File: src/rtl/dac_dbuf_pkg.sv
package dac_dbuf_pkg;
   // Byte offsets decoded by the block
   localparam logic [7:0] OFS_MODE     = 8'h02;   // write: mode word, read: code update strobe
   localparam logic [7:0] OFS_RANGE    = 8'h12;   // write: range shadow, read: range update strobe
   localparam logic [7:0] OFS_CODE0    = 8'h14;   // first code shadow, channels spaced by 2
   localparam int         CODE_STRIDE  = 2;

   // Mode word bit positions
   localparam int MODE_EN_BIT  = 1;
   localparam int MODE_BUF_BIT = 0;

   // Range word: channel n polarity at POL_TOP-n, gain at GAIN_TOP-n
   localparam int POL_TOP  = 7;
   localparam int GAIN_TOP = 11;

   typedef struct packed {
      logic en;
      logic buffered;
   } dac_mode_t;
endpackage

File: src/rtl/dac_dbuf_decode.sv
module dac_dbuf_decode
   import dac_dbuf_pkg::*;
#(
   parameter int NUM_CH = 4,
   parameter int ADDR_W = 8
) (
   input  logic              wr_en,
   input  logic [ADDR_W-1:0] wr_addr,
   input  logic              rd_en,
   input  logic [ADDR_W-1:0] rd_addr,
   output logic              hit_mode,
   output logic              hit_range,
   output logic [NUM_CH-1:0] hit_code,
   output logic              strobe_codes,
   output logic              strobe_range
);
   assign hit_mode     = wr_en && (wr_addr == ADDR_W'(OFS_MODE));
   assign hit_range    = wr_en && (wr_addr == ADDR_W'(OFS_RANGE));
   assign strobe_codes = rd_en && (rd_addr == ADDR_W'(OFS_MODE));
   assign strobe_range = rd_en && (rd_addr == ADDR_W'(OFS_RANGE));

   for (genvar n = 0; n < NUM_CH; n++) begin : g_code_hit
      localparam int LANE_OFS = int'(OFS_CODE0) + CODE_STRIDE * n;
      assign hit_code[n] = wr_en && (wr_addr == ADDR_W'(LANE_OFS));
   end
endmodule

File: src/rtl/dac_dbuf_ctl.sv
module dac_dbuf_ctl
   import dac_dbuf_pkg::*;
#(
   parameter int RNG_W = 8
) (
   input  logic             clk,
   input  logic             rst_n,
   input  logic             hit_mode,
   input  logic             hit_range,
   input  logic             strobe_range,
   input  logic [1:0]       mode_bits,
   input  logic [RNG_W-1:0] range_bits,
   output dac_mode_t        mode,
   output logic [RNG_W-1:0] range_act
);
   logic [RNG_W-1:0] range_shd;
   logic [RNG_W-1:0] range_nxt;

   // write-first: a same-cycle write is what the strobe transfers
   assign range_nxt = hit_range ? range_bits : range_shd;

   always_ff @(posedge clk or negedge rst_n) begin
      if (!rst_n) begin
         mode      <= '0;
         range_shd <= '0;
         range_act <= '0;
      end else begin
         if (hit_mode) begin
            mode.en       <= mode_bits[MODE_EN_BIT];
            mode.buffered <= mode_bits[MODE_BUF_BIT];
         end
         range_shd <= range_nxt;
         if (strobe_range) range_act <= range_nxt;
      end
   end
endmodule

File: src/rtl/dac_dbuf_lane.sv
module dac_dbuf_lane #(
   parameter int CODE_W = 12
) (
   input  logic              clk,
   input  logic              rst_n,
   input  logic              hit,
   input  logic              strobe,
   input  logic              pass_through,
   input  logic [CODE_W-1:0] code_in,
   output logic [CODE_W-1:0] code_act
);
   logic [CODE_W-1:0] shd;
   logic [CODE_W-1:0] shd_nxt;
   logic              load_act;

   assign shd_nxt  = hit ? code_in : shd;
   assign load_act = strobe || (hit && pass_through);

   always_ff @(posedge clk or negedge rst_n) begin
      if (!rst_n) begin
         shd      <= '0;
         code_act <= '0;
      end else begin
         shd <= shd_nxt;
         if (load_act) code_act <= shd_nxt;
      end
   end
endmodule

File: src/rtl/dac_dbuf_regs.sv
module dac_dbuf_regs
   import dac_dbuf_pkg::*;
#(
   parameter int NUM_CH   = 4,
   parameter int CODE_W   = 12,
   parameter int BUS_W    = 16,
   parameter int ADDR_W   = 8,
   parameter bit HOLD_MID = 1'b1
) (
   input  logic                     clk,
   input  logic                     rst_n,
   input  logic                     wr_en,
   input  logic [ADDR_W-1:0]        wr_addr,
   input  logic [BUS_W-1:0]         wr_data,
   input  logic                     rd_en,
   input  logic [ADDR_W-1:0]        rd_addr,
   output logic [NUM_CH*CODE_W-1:0] dac_code,
   output logic [NUM_CH-1:0]        dac_bipolar,
   output logic [NUM_CH-1:0]        dac_gain
);
   localparam int RNG_LO = POL_TOP - 3;
   localparam int RNG_W  = GAIN_TOP - RNG_LO + 1;
   localparam logic [CODE_W-1:0] OFF_CODE = HOLD_MID ? CODE_W'(1) << (CODE_W - 1) : '0;

   // elaboration-time parameter checks
   if (NUM_CH < 1 || NUM_CH > 4) begin : g_bad_ch
      $error("dac_dbuf_regs: NUM_CH must be 1..4");
   end
   if (CODE_W > BUS_W || GAIN_TOP >= BUS_W || CODE_W < 2) begin : g_bad_w
      $error("dac_dbuf_regs: code and range fields must fit the bus");
   end
   if (ADDR_W < 5) begin : g_bad_a
      $error("dac_dbuf_regs: ADDR_W too small for the register offsets");
   end

   logic              hit_mode, hit_range, strobe_codes, strobe_range;
   logic [NUM_CH-1:0] hit_code;
   dac_mode_t         mode;
   logic              mode_en, mode_buf;
   logic [RNG_W-1:0]  range_act;

   assign mode_en  = mode.en;
   assign mode_buf = mode.buffered;

   if (BUS_W > CODE_W) begin : g_spare
      logic unused_hi;
      assign unused_hi = ^wr_data[BUS_W-1:CODE_W];
   end

   dac_dbuf_decode #(.NUM_CH(NUM_CH), .ADDR_W(ADDR_W)) u_dec (
      .wr_en       (wr_en),
      .wr_addr     (wr_addr),
      .rd_en       (rd_en),
      .rd_addr     (rd_addr),
      .hit_mode    (hit_mode),
      .hit_range   (hit_range),
      .hit_code    (hit_code),
      .strobe_codes(strobe_codes),
      .strobe_range(strobe_range)
   );

   dac_dbuf_ctl #(.RNG_W(RNG_W)) u_ctl (
      .clk         (clk),
      .rst_n       (rst_n),
      .hit_mode    (hit_mode),
      .hit_range   (hit_range),
      .strobe_range(strobe_range),
      .mode_bits   (wr_data[1:0]),
      .range_bits  (wr_data[GAIN_TOP:RNG_LO]),
      .mode        (mode),
      .range_act   (range_act)
   );

   for (genvar n = 0; n < NUM_CH; n++) begin : g_ch
      logic [CODE_W-1:0] act;

      dac_dbuf_lane #(.CODE_W(CODE_W)) u_lane (
         .clk         (clk),
         .rst_n       (rst_n),
         .hit         (hit_code[n]),
         .strobe      (strobe_codes),
         .pass_through(!mode_buf),
         .code_in     (wr_data[CODE_W-1:0]),
         .code_act    (act)
      );

      assign dac_code[n*CODE_W +: CODE_W] = mode_en ? act : OFF_CODE;
      // range word is laid out in descending channel order
      assign dac_bipolar[n] = range_act[POL_TOP - n - RNG_LO];
      assign dac_gain[n]    = range_act[GAIN_TOP - n - RNG_LO];
   end

   if (NUM_CH < 4) begin : g_spare_rng
      logic unused_rng;
      assign unused_rng = ^range_act;
   end
endmodule

File: config.mk
export PLATFORM = sky130hd
export DESIGN_NAME = dac_dbuf_regs
export DESIGN_NICKNAME = d
export VERILOG_FILES = /design/src/rtl/dac_dbuf_pkg.sv /design/src/rtl/dac_dbuf_decode.sv /design/src/rtl/dac_dbuf_ctl.sv /design/src/rtl/dac_dbuf_lane.sv /design/src/rtl/dac_dbuf_regs.sv
export SDC_FILE = /design/constraint.sdc
export NUM_CORES = 1
export LEC_CHECK = 0
export ABC_AREA = 0
export BUFFER_PORTS_ARGS = -buffer_cell sky130_fd_sc_hd__buf_2
export CAP_MARGIN = 20
export CORE_MARGIN = 2
export CORE_UTILIZATION = 43
export DETAILED_ROUTE_END_ITERATION = 12
export PLACE_DENSITY = 0.7
export SETUP_SLACK_MARGIN = 0.15
export SLEW_MARGIN = 20
export SYNTH_ARGS = -nofsm -noshare
export SYNTH_HDL_FRONTEND = slang
export SYNTH_SLANG_ARGS = --single-unit
export TNS_END_PERCENT = 5
File: constraint.sdc
create_clock -name clk -period 1.7 [get_ports clk]
set_clock_uncertainty 0.05 [all_clocks]
set_input_delay 0.255 -clock clk [delete_from_list [all_inputs] [get_ports clk]]
set_output_delay 0.255 -clock clk [all_outputs]
set_load 0.05 [all_outputs]
# Word-level counts from Yosys, hierarchy flattened

Index checks and enable logic that the tools add are counted.

Equality and inequality tests: 8
Mux-type cells: 9
Reductions and logical operators: 17

Operators by type and width:

| operator           | number |
|---|---|
| $mux 12            | 8 |
| $eq 8x5->1 const B | 6 |
| $eq 8x2->1 const B | 2 |
| $logic_and 1x1->1  | 12 |
| $mux 8             | 1 |
| $logic_or 1x1->1   | 4 |
| $logic_not 1->1    | 1 |

Flip-flop bits (word level): 114
Output and inout port bits: 56
Logic and storage cells: 46

# Depth between registers and ports, before layout

Gate-level depths: netlist (run 1).

Word-level depth: 4
Gate-level depth with buffers: 7
Gate-level depth less buffers: 4

# Hierarchy

A second synthesis (run 1) with hierarchy kept.

Cell total of the unflattened synthesis: 486
Area, all modules: 6268.5 um^2

By module, submodules not included:

| module          | instances | cells an instance | area an instance (um^2) |
|---|---|---|---|
| dac_dbuf_lane   | 4         | 94                | 1267.5 |
| dac_dbuf_ctl    | 1         | 38                | 729.4 |
| dac_dbuf_regs   | 1         | 54                | 344.1 |
| dac_dbuf_decode | 1         | 18                | 125.1 |

# Least setup slack after synthesis (run 1)

Ideal clock, no wire load.

Path type: in2reg
From: in rd_addr[7]
To: reg g_ch[3].u_lane.code_act[1]
Library setup time: 123 ps
Arrival time: 1670 ps
Data required time: 1527 ps
Slack: -142 ps
Stages on the path: 5
Buffers on the path: 1
Path through: or3b_4 nor4b_4 or2b_1 buf_6 o221a_2

Word-level cells in the longest chain between the ends: 3

RTL lines:

| item                 | RTL line              | source |
|---|---|---|
| from (decl)          | dac_dbuf_regs.sv:16   | `input logic [ADDR_W-1:0] rd_addr,` |
| $eq 8x2->1           | dac_dbuf_decode.sv:19 | `assign strobe_codes = rd_en && (rd_addr == ADDR_W'(OFS_MODE));` |
| $logic_and 1x1->1    | dac_dbuf_decode.sv:19 |  |
| $logic_or 1x1->1     | dac_dbuf_lane.sv:17   | `assign load_act = strobe \|\| (hit && pass_through);` |
| to (signal assigned) | dac_dbuf_lane.sv:25   | `if (load_act) code_act <= shd_nxt;` |
| to (decl)            | dac_dbuf_lane.sv:10   | `output logic [CODE_W-1:0] code_act` |

No other way between the ends.
A chain may end at the register's enable or synchronous reset.

# Worst setup path in the final report (run 1)

From: reg, netlist name u_ctl.mode[1]
To: out dac_code[24]

Word-level cells in the longest chain between the ends: 1

RTL lines:

| item      | RTL line            | source |
|---|---|---|
| $mux 12   | dac_dbuf_regs.sv:87 | `assign dac_code[n*CODE_W +: CODE_W] = mode_en ? act : OFF_CODE;` |
| to (decl) | dac_dbuf_regs.sv:17 | `output logic [NUM_CH*CODE_W-1:0] dac_code,` |

No other way between the ends.

==> results of run 1 <==
-- how the worst max path moves through the flow --
stage / slack (ns) / from / endpoint / cells after the start
floorplan: -0.14 / rd_addr[7] / g_ch[3].u_lane.code_act[1]$_DFFE_PN0P_ / 5
global placement: -0.36 / rd_addr[7] / g_ch[1].u_lane.code_act[6]$_DFFE_PN0P_ / 6
detailed placement: -0.41 / rd_addr[7] / g_ch[1].u_lane.code_act[0]$_DFFE_PN0P_ / 6
CTS: 0.03 / u_ctl.mode[1]$_DFFE_PN0P_ / dac_code[45] / 3
global route: -0.01 / u_ctl.mode[1]$_DFFE_PN0P_ / dac_code[43] / 3
finish: 0.03 / u_ctl.mode[1]$_DFFE_PN0P_ / dac_code[24] / 3
-- worst max-delay path, cell delays in order, from the launching register on --
cell	delay (ns)
sky130_fd_sc_hd__dfrtp_2	0.46
sky130_fd_sc_hd__clkbuf_16	0.20
sky130_fd_sc_hd__and2_1	0.15
sky130_fd_sc_hd__buf_6	0.15
-- cell families (layout without fill, tap and decap cells) --
group	Yosys count	count (layout)
and+or+nand+nor	125	125
DFF	114	114
muxes	66	66
AOI/OAI and AO/OA	52	52
buffers and inverters	40	151
-- stage by stage --
| step | util [%] | cell area (um2) | std cells | TNS, ns | worst slack [ns] |
|---|---|---|---|---|---|
| after global placement | 50.2 | 6000 | 622 | -15.03 | -0.363 |
| after detailed placement | 50.2 | 6000 | 622 | -17.16 | -0.407 |
| after floorplan | - | 5230 | 397 | -4.10 | -0.142 |
| after global routing | 60.8 | 7270 | 655 | -0.0329 | -0.0103 |
| after CTS | 56.4 | 6750 | 654 | 0 | 0.0262 |
| final | 60.8 | 7270 | 655 | 0 | 0.0337 |
-- cells in the mapped netlist, drive strengths merged --
library cell	instances	area [um2]
nand3b	49	368
dfrtp	114	2850
o21bai	2	15.0
nor2	1	3.75
and2	44	275
nor3b	3	22.5
buf	14	80.1
nor2b	2	12.5
and3b	1	8.76
or2b	2	15.0
clkbuf	25	93.8
nand2	2	7.51
nand2b	4	25.0
nor4b	4	71.3
o21ai	2	10.0
nand3	9	50.1
or3b	1	11.3
and3	2	12.5
nor4	1	6.26
inv	1	3.75
o221a	48	541
mux2	66	743
-- timing repair --
item / 4_1_cts / 5_1_grt
resized for setup: 48 / 115
hold endpoints to repair: 27 / 0
setup endpoints to repair: 72 / 77
hold buffers: 1 / 0
pin swaps: 0 / 38
setup buffers: 0 / 0
gates cloned: 0 / 1
-- per-layer routing --
layer,vias up,track usage [%]
met5,-,0
met1,1979,27.8
met4,0,8.05
li1,1674,-
met2,116,33.5
met3,27,3.81
-- flip-flops by register name, summed over array words and instances, names as in the netlist --
| signal | count |
|---|---|
| u_ctl.range_act | 8 |
| u_ctl.mode | 2 |
| g_ch.u_lane.shd | 48 |
| g_ch.u_lane.code_act | 48 |
| u_ctl.range_shd | 8 |
-- layout make-up --
class / instances / area, um2 / share of cell area (%)
clock buffer: 21 / 460 / 6.33
multi-input combinational: 243 / 2440 / 33.6
sequential: 114 / 2850 / 39.2
inverter: 1 / 3.75 / 0.0516
tap: 147 / 184 / 2.53
clock inverter: 10 / 158 / 2.17
timing repair buffer: 119 / 1170 / 16.1
-- power breakdown --
part | total, W | switching [W] | leakage [nW] | internal, W
combinational | 0.000888 | 0.000399 | 1.70 | 0.000489
sequential | 0.00309 | 0.000139 | 1.55 | 0.00296
clock | 0.00370 | 0.00119 | 0.295 | 0.00251
-- layout by cell type (no fill, tap or decap), types with 2 or more instances in the layout --
cell	count
sky130_fd_sc_hd__nand2_1	2
sky130_fd_sc_hd__nand3b_1	49
sky130_fd_sc_hd__buf_8	15
sky130_fd_sc_hd__bufinv_16	4
sky130_fd_sc_hd__nor3b_1	3
sky130_fd_sc_hd__nor4b_4	2
sky130_fd_sc_hd__and2_4	15
sky130_fd_sc_hd__buf_12	8
sky130_fd_sc_hd__buf_4	21
sky130_fd_sc_hd__or2b_4	2
sky130_fd_sc_hd__clkbuf_16	18
sky130_fd_sc_hd__o21bai_1	2
sky130_fd_sc_hd__nand2b_1	4
sky130_fd_sc_hd__buf_2	37
sky130_fd_sc_hd__clkinvlp_4	3
sky130_fd_sc_hd__buf_6	36
sky130_fd_sc_hd__o221a_4	23
sky130_fd_sc_hd__and3_1	2
sky130_fd_sc_hd__and2_1	29
sky130_fd_sc_hd__dfrtp_1	113
sky130_fd_sc_hd__o221a_2	24
sky130_fd_sc_hd__nor2b_1	2
sky130_fd_sc_hd__clkbuf_8	2
sky130_fd_sc_hd__mux2_2	66
sky130_fd_sc_hd__clkinv_2	3
sky130_fd_sc_hd__clkbuf_1	2
sky130_fd_sc_hd__nand3_1	8
sky130_fd_sc_hd__o21ai_1	2
==> results.md, run 1 <==
- Result of the run: complete, no violations
- Timing-limited maximum frequency: about 600 MHz
- Crit start category: register
- WP data arrival: 1.36 ns
- Total power density per cell area: about 1100 nW/um2
- Clock root buffer: sky130_fd_sc_hd__clkbuf_16
- Number of antenna violations at the first check in global routing: 0
- Dominant combinational cell family by area after synthesis: simple AND/OR/NAND/NOR gates
- XOR/XNOR share of the synthesized area: 0%
- Hold Worst Slack: approximately 0.21 ns
- Worst min-delay path category: input port to register
- Endpoint of the worst hold-timing path: g_ch[2].u_lane.shd[8]$_DFF_PN0_
- Site row count: 40
- Net count after synthesis: between 400 and 500
- Post-Synth Adder-Cell Area: 0%
- Clock insertion delay at the later pin of the skew report: 0.40 ns
- Clock-pin slew on the worst setup and hold paths: 0.05 ns
- Buffers added on ports: 87
- Drt drc: 0
- Routed length on met2: 6470 um
- Internal reg-to-reg setup slack: 0.27 ns
- Placer congestion estimate: around 0.78
- Fraction of the mapped netlist area in simple logic gates: between 10% and 20%
- Starting density of the core: a little over two fifths
- Hold path cells: 2
- Worst reg2reg path depth: 5
- Area fraction in compound gates after synthesis: a little over a tenth
- TritonCTS clock tree: yes
- CTS H-tree lvls: 4
- Synthesis-to-layout area growth: 39.1%
- FF-to-FF Start: u_ctl.mode[0]$_DFFE_PN0P_
- Number of storage elements in the synthesis netlist: approximately 110
- Met1 Wirelength: 6020 um
- Clock period minus final worst setup slack: about 1.7 ns
- Class of the most critical setup path: register to output pin
- Number of global-route vias before repair: approximately 3.9k
- Post-synthesis mux area share: around 14%
- Maximum capacitance violations: 0
- Unrepaired setup endpoints after global routing: yes
- Proportion of layout cells with a drive suffix above 1: about 56%
- Number of buffers added by the clock tree synthesis step: 17
- Wire length of the first global-routing pass: ~21,000 um
- Worst hold start: wr_data[8]
- Final-report hold violation count: 0
- Fin crit share: between 90% and 100%
- Clk sink count: ~110
- Post-DRT Antenna Nets: 0
- Total overflow reported by the global router: 0
- Endpoint of the most critical register-to-register path: g_ch[3].u_lane.code_act[9]$_DFFE_PN0P_
- Number of top-level pins: 92
- Number of inserted diodes: 0
- Critical Path RT: 1.39 ns
- Worst max-slew margin expressed relative to the limit: between 70% and 80%
- Yosys warning total: 0
- Layout net count: about 530
- Buffer depth of the longest clock path: 2
- DPL Wire Length: between 8000 and 9000 um
- Setup Viol. Count Final: 0
- Pin count of the biggest net entering global routing: slightly above 50
- Floorplan Core Area: between 10,000 and 15,000 um2
- Kind of end point of the critical path: output pin
- Slew at the pin closest to its max-slew limit: roughly 0.40 ns
- Post-synthesis instance total: slightly below 400
- Number of pins with negative max-slew slack in the final report: 0
- Area enclosed by the die boundary: approximately 13,000 um2
- Peak supply drop: ~0.50 mV
- Netlist area before placement: between 5000 and 6000 um2
- Fill cell total of the finished layout: just over 900
- Overall power of the completed layout: 0.00768 W
- Maximum fanout along the worst path: 18
- Per-cell via count in the routed design: 5.80
- P_leak: ~3.5 nW
- Die Y-Extent: ~110 um
- Final Routed Wirelength: approximately 13,000 um
- Met3 wirelength from detailed routing: between 600 and 700 um
- Overall Global Routing Usage: approximately a fifth
- Total vias in the final route: about 3.8k
- Floorplan die width: 114 um
- Initial drt markers: 171
- Sequential-to-total area share from yosys stat: around 55%
- Mean cell area of the mapped netlist: ~13 um2
- Number of iterations in the first detailed-routing pass: 4
- Number of distinct library cell variants in the gate-level netlist after synthesis: 28
- Mean routed wirelength per cell: 20.5 um
- Top layer reached by signal wires: met4
Power figures use the tool's default switching activity.
==> inputs of run 2 (changes only) <==
--- a/config.mk
+++ b/config.mk
@@ -10,6 +10,7 @@
 export CAP_MARGIN = 20
 export CORE_MARGIN = 2
 export CORE_UTILIZATION = 43
+export CTS_BUF_LIST = sky130_fd_sc_hd__clkbuf_8 sky130_fd_sc_hd__clkbuf_16
 export DETAILED_ROUTE_END_ITERATION = 12
 export PLACE_DENSITY = 0.7
 export SETUP_SLACK_MARGIN = 0.15
==> run 2 against run 1 <==
Register-to-register slack hardly changed; utilization unchanged; combinational power about the same; sequential share of layout area unchanged; die area is the same; largest cell class unchanged.
==> results.md, run 2 (synthesis gave the netlist of run 1 again) <==
- Number of inserted diodes: 0 (unchanged)
- Area enclosed by the die boundary: 13,100 um2 (unchanged)
- Maximum capacitance violations: 0 (unchanged)
- Initial drt markers: 170 (-0.58%)
- Unrepaired setup endpoints after global routing: yes
- Endpoint of the most critical register-to-register path: g_ch[1].u_lane.code_act[9]$_DFFE_PN0P_
- Kind of end point of the critical path: output pin
- Buffers added on ports: 87 (unchanged)
- Worst hold start: wr_data[8]
- Worst reg2reg path depth: 5 (unchanged)
- Worst max-slew margin expressed relative to the limit: 72.9% (unchanged)
- Total overflow reported by the global router: 0 (unchanged)
- Internal reg-to-reg setup slack: 0.27 ns (about the same)
- Wire length of the first global-routing pass: 20,700 um (unchanged)
- Fin crit share: 98.0% (about the same)
- Fin area: 7270 um2 (unchanged)
- Class of the most critical setup path: register to output pin
- CTS H-tree lvls: 4 (unchanged)
- Per-cell via count in the routed design: 5.79 (about the same)
- Setup TNS: 0 ns (unchanged)
- Register area: 2850 um2 (unchanged)
- Clk sink count: 114 (unchanged)
- Number of pins with negative max-slew slack in the final report: 0 (unchanged)
- Floorplan die width: 114 um (unchanged)
- Post-Route Utilization: 60.8% (unchanged)
- Clock insertion delay at the later pin of the skew report: 0.40 ns (about the same)
- Total power density per cell area: 1050 nW/um2 (-0.16%)
- Peak supply drop: 0.501 mV (-0.11%)
- Worst min-delay path category: input port to register
- Die Y-Extent: 114 um (unchanged)
- Clock period minus final worst setup slack: 1.67 ns (-0.000128 ns)
- Clock-pin slew on the worst setup and hold paths: 0.05 ns (about the same)
- Floorplan Core Area: 12,000 um2 (unchanged)
- Result of the run: complete, no violations
- P_leak: 3.55 nW (+0.23%)
- Slew at the pin closest to its max-slew limit: 0.401 ns (unchanged)
- Overall Global Routing Usage: 20.7% (unchanged)
- TritonCTS clock tree: yes
- Total vias in the final route: 3,793 (-0.079%)
- WP data arrival: 1.36 ns (about the same)
- Setup Viol. Count Final: 0 (unchanged)
- Mean routed wirelength per cell: 20.5 um (about the same)
- Largest regs: g_ch.u_lane.code_act x48, g_ch.u_lane.shd x48
- Number of iterations in the first detailed-routing pass: 5 (+1)
- FF-to-FF Start: u_ctl.mode[0]$_DFFE_PN0P_
- Pin count of the biggest net entering global routing: 51 (unchanged)
- Drt drc: 0 (unchanged)
- Buffer depth of the longest clock path: 2 (unchanged)
- Number of global-route vias before repair: 3,904 (unchanged)
- Fill cell total of the finished layout: 923 (unchanged)
- Maximum fanout along the worst path: 18 (unchanged)
- Post-Place Cell Area: 6000 um2 (unchanged)
- Timing-limited maximum frequency: 600 MHz (about the same)
- Final Routed Wirelength: 13,400 um (about the same)
- Number of buffers added by the clock tree synthesis step: 17 (unchanged)
- Endpoint of the worst hold-timing path: g_ch[2].u_lane.shd[8]$_DFF_PN0_
- Most frequent standard cell in the layout excluding fill and tap cells: sky130_fd_sc_hd__dfrtp_1
- Layout net count: 532 (unchanged)
- Clock root buffer: sky130_fd_sc_hd__clkbuf_16
- DPL Wire Length: 8070 um (unchanged)
- Number of antenna violations at the first check in global routing: 0 (unchanged)
- Placer congestion estimate: 0.777 (unchanged)
- Crit start category: register
- Critical Path RT: 1.39 ns (about the same)
- Top library cells by usage in the layout, fill and taps aside: 113 x sky130_fd_sc_hd__dfrtp_1, 66 x sky130_fd_sc_hd__mux2_2, 49 x sky130_fd_sc_hd__nand3b_1
- Proportion of layout cells with a drive suffix above 1: 55.7% (unchanged)
- Overall power of the completed layout: 0.00767 W (-0.16%)
- Hold path cells: 2 (unchanged)
- Total area of multi-input combinational cells: 2440 um2 (unchanged)
- Post-DRT Antenna Nets: 0 (unchanged)
- Site row count: 40 (unchanged)
- Final-report hold violation count: 0 (unchanged)
- Synthesis-to-layout area growth: 39.1% (unchanged)
- Number of top-level pins: 92 (unchanged)
- Starting density of the core: 43.7% (unchanged)
-- run 2: critical path, cell delays in order (launching register included) --
cell                        delay [ns]
sky130_fd_sc_hd__dfrtp_2          0.46
sky130_fd_sc_hd__clkbuf_16        0.20
sky130_fd_sc_hd__and2_1           0.15
sky130_fd_sc_hd__buf_6            0.15
-- run 2: cell type report --
cell class,count,area share [%]
Tap cell,147,2.53
Sequential cell,114,39.2
Timing Repair Buffer,119,16.1
Inverter,1,0.0516
Multi-Input combinational cell,243,33.6
Clock buffer,19,6.23
Clock inverter,12,2.27
-- run 2: repair_timing --
| item | CTS | global route |
|---|---|---|
| pin swaps | 0 | 38 |
| hold endpoints to repair | 27 | 0 |
| gates resized for setup | 48 | 115 |
| endpoints found under the setup margin | 72 | 77 |
| hold buffers | 1 | 0 |
| buffers inserted | 0 | 0 |
| cloned | 0 | 1 |
-- run 2: routing by layer --
| layer | track usage, % | share of wire (%) | vias up |
|---|---|---|---|
| met5 | 0 | 0 | - |
| met1 | 27.8 | 45 | 1973 |
| met4 | 8.05 | 2.4 | 0 |
| met2 | 33.5 | 48 | 117 |
| met3 | 3.81 | 4.5 | 28 |
| li1 | - | - | 1675 |
-- run 2: metrics by stage --
stage	hold WS, ns	setup WS (ns)	instances
CTS	0.190	0.0262	654
floorplan	-0.0906	-0.142	397
finish	0.216	0.0338	655
global route	0.207	-0.0103	655
detailed placement	0.164	-0.407	622
global placement	0.159	-0.363	622
-- run 2: where the power goes --
group	switching [W]	total, W	internal (W)
sequential	0.000139	0.00309	0.00296
combinational	0.000399	0.000888	0.000489
clock	0.00119	0.00369	0.00250
-- run 2: worst max path at each step --
stage / end / cells after the start / startpoint
2_1_floorplan: g_ch[3].u_lane.code_act[1]$_DFFE_PN0P_ / 5 / rd_addr[7]
3_5_place_dp: g_ch[1].u_lane.code_act[0]$_DFFE_PN0P_ / 6 / rd_addr[7]
4_1_cts: dac_code[45] / 3 / u_ctl.mode[1]$_DFFE_PN0P_
5_1_grt: dac_code[43] / 3 / u_ctl.mode[1]$_DFFE_PN0P_
6_report: dac_code[10] / 3 / u_ctl.mode[1]$_DFFE_PN0P_
3_3_place_gp: g_ch[1].u_lane.code_act[6]$_DFFE_PN0P_ / 6 / rd_addr[7]
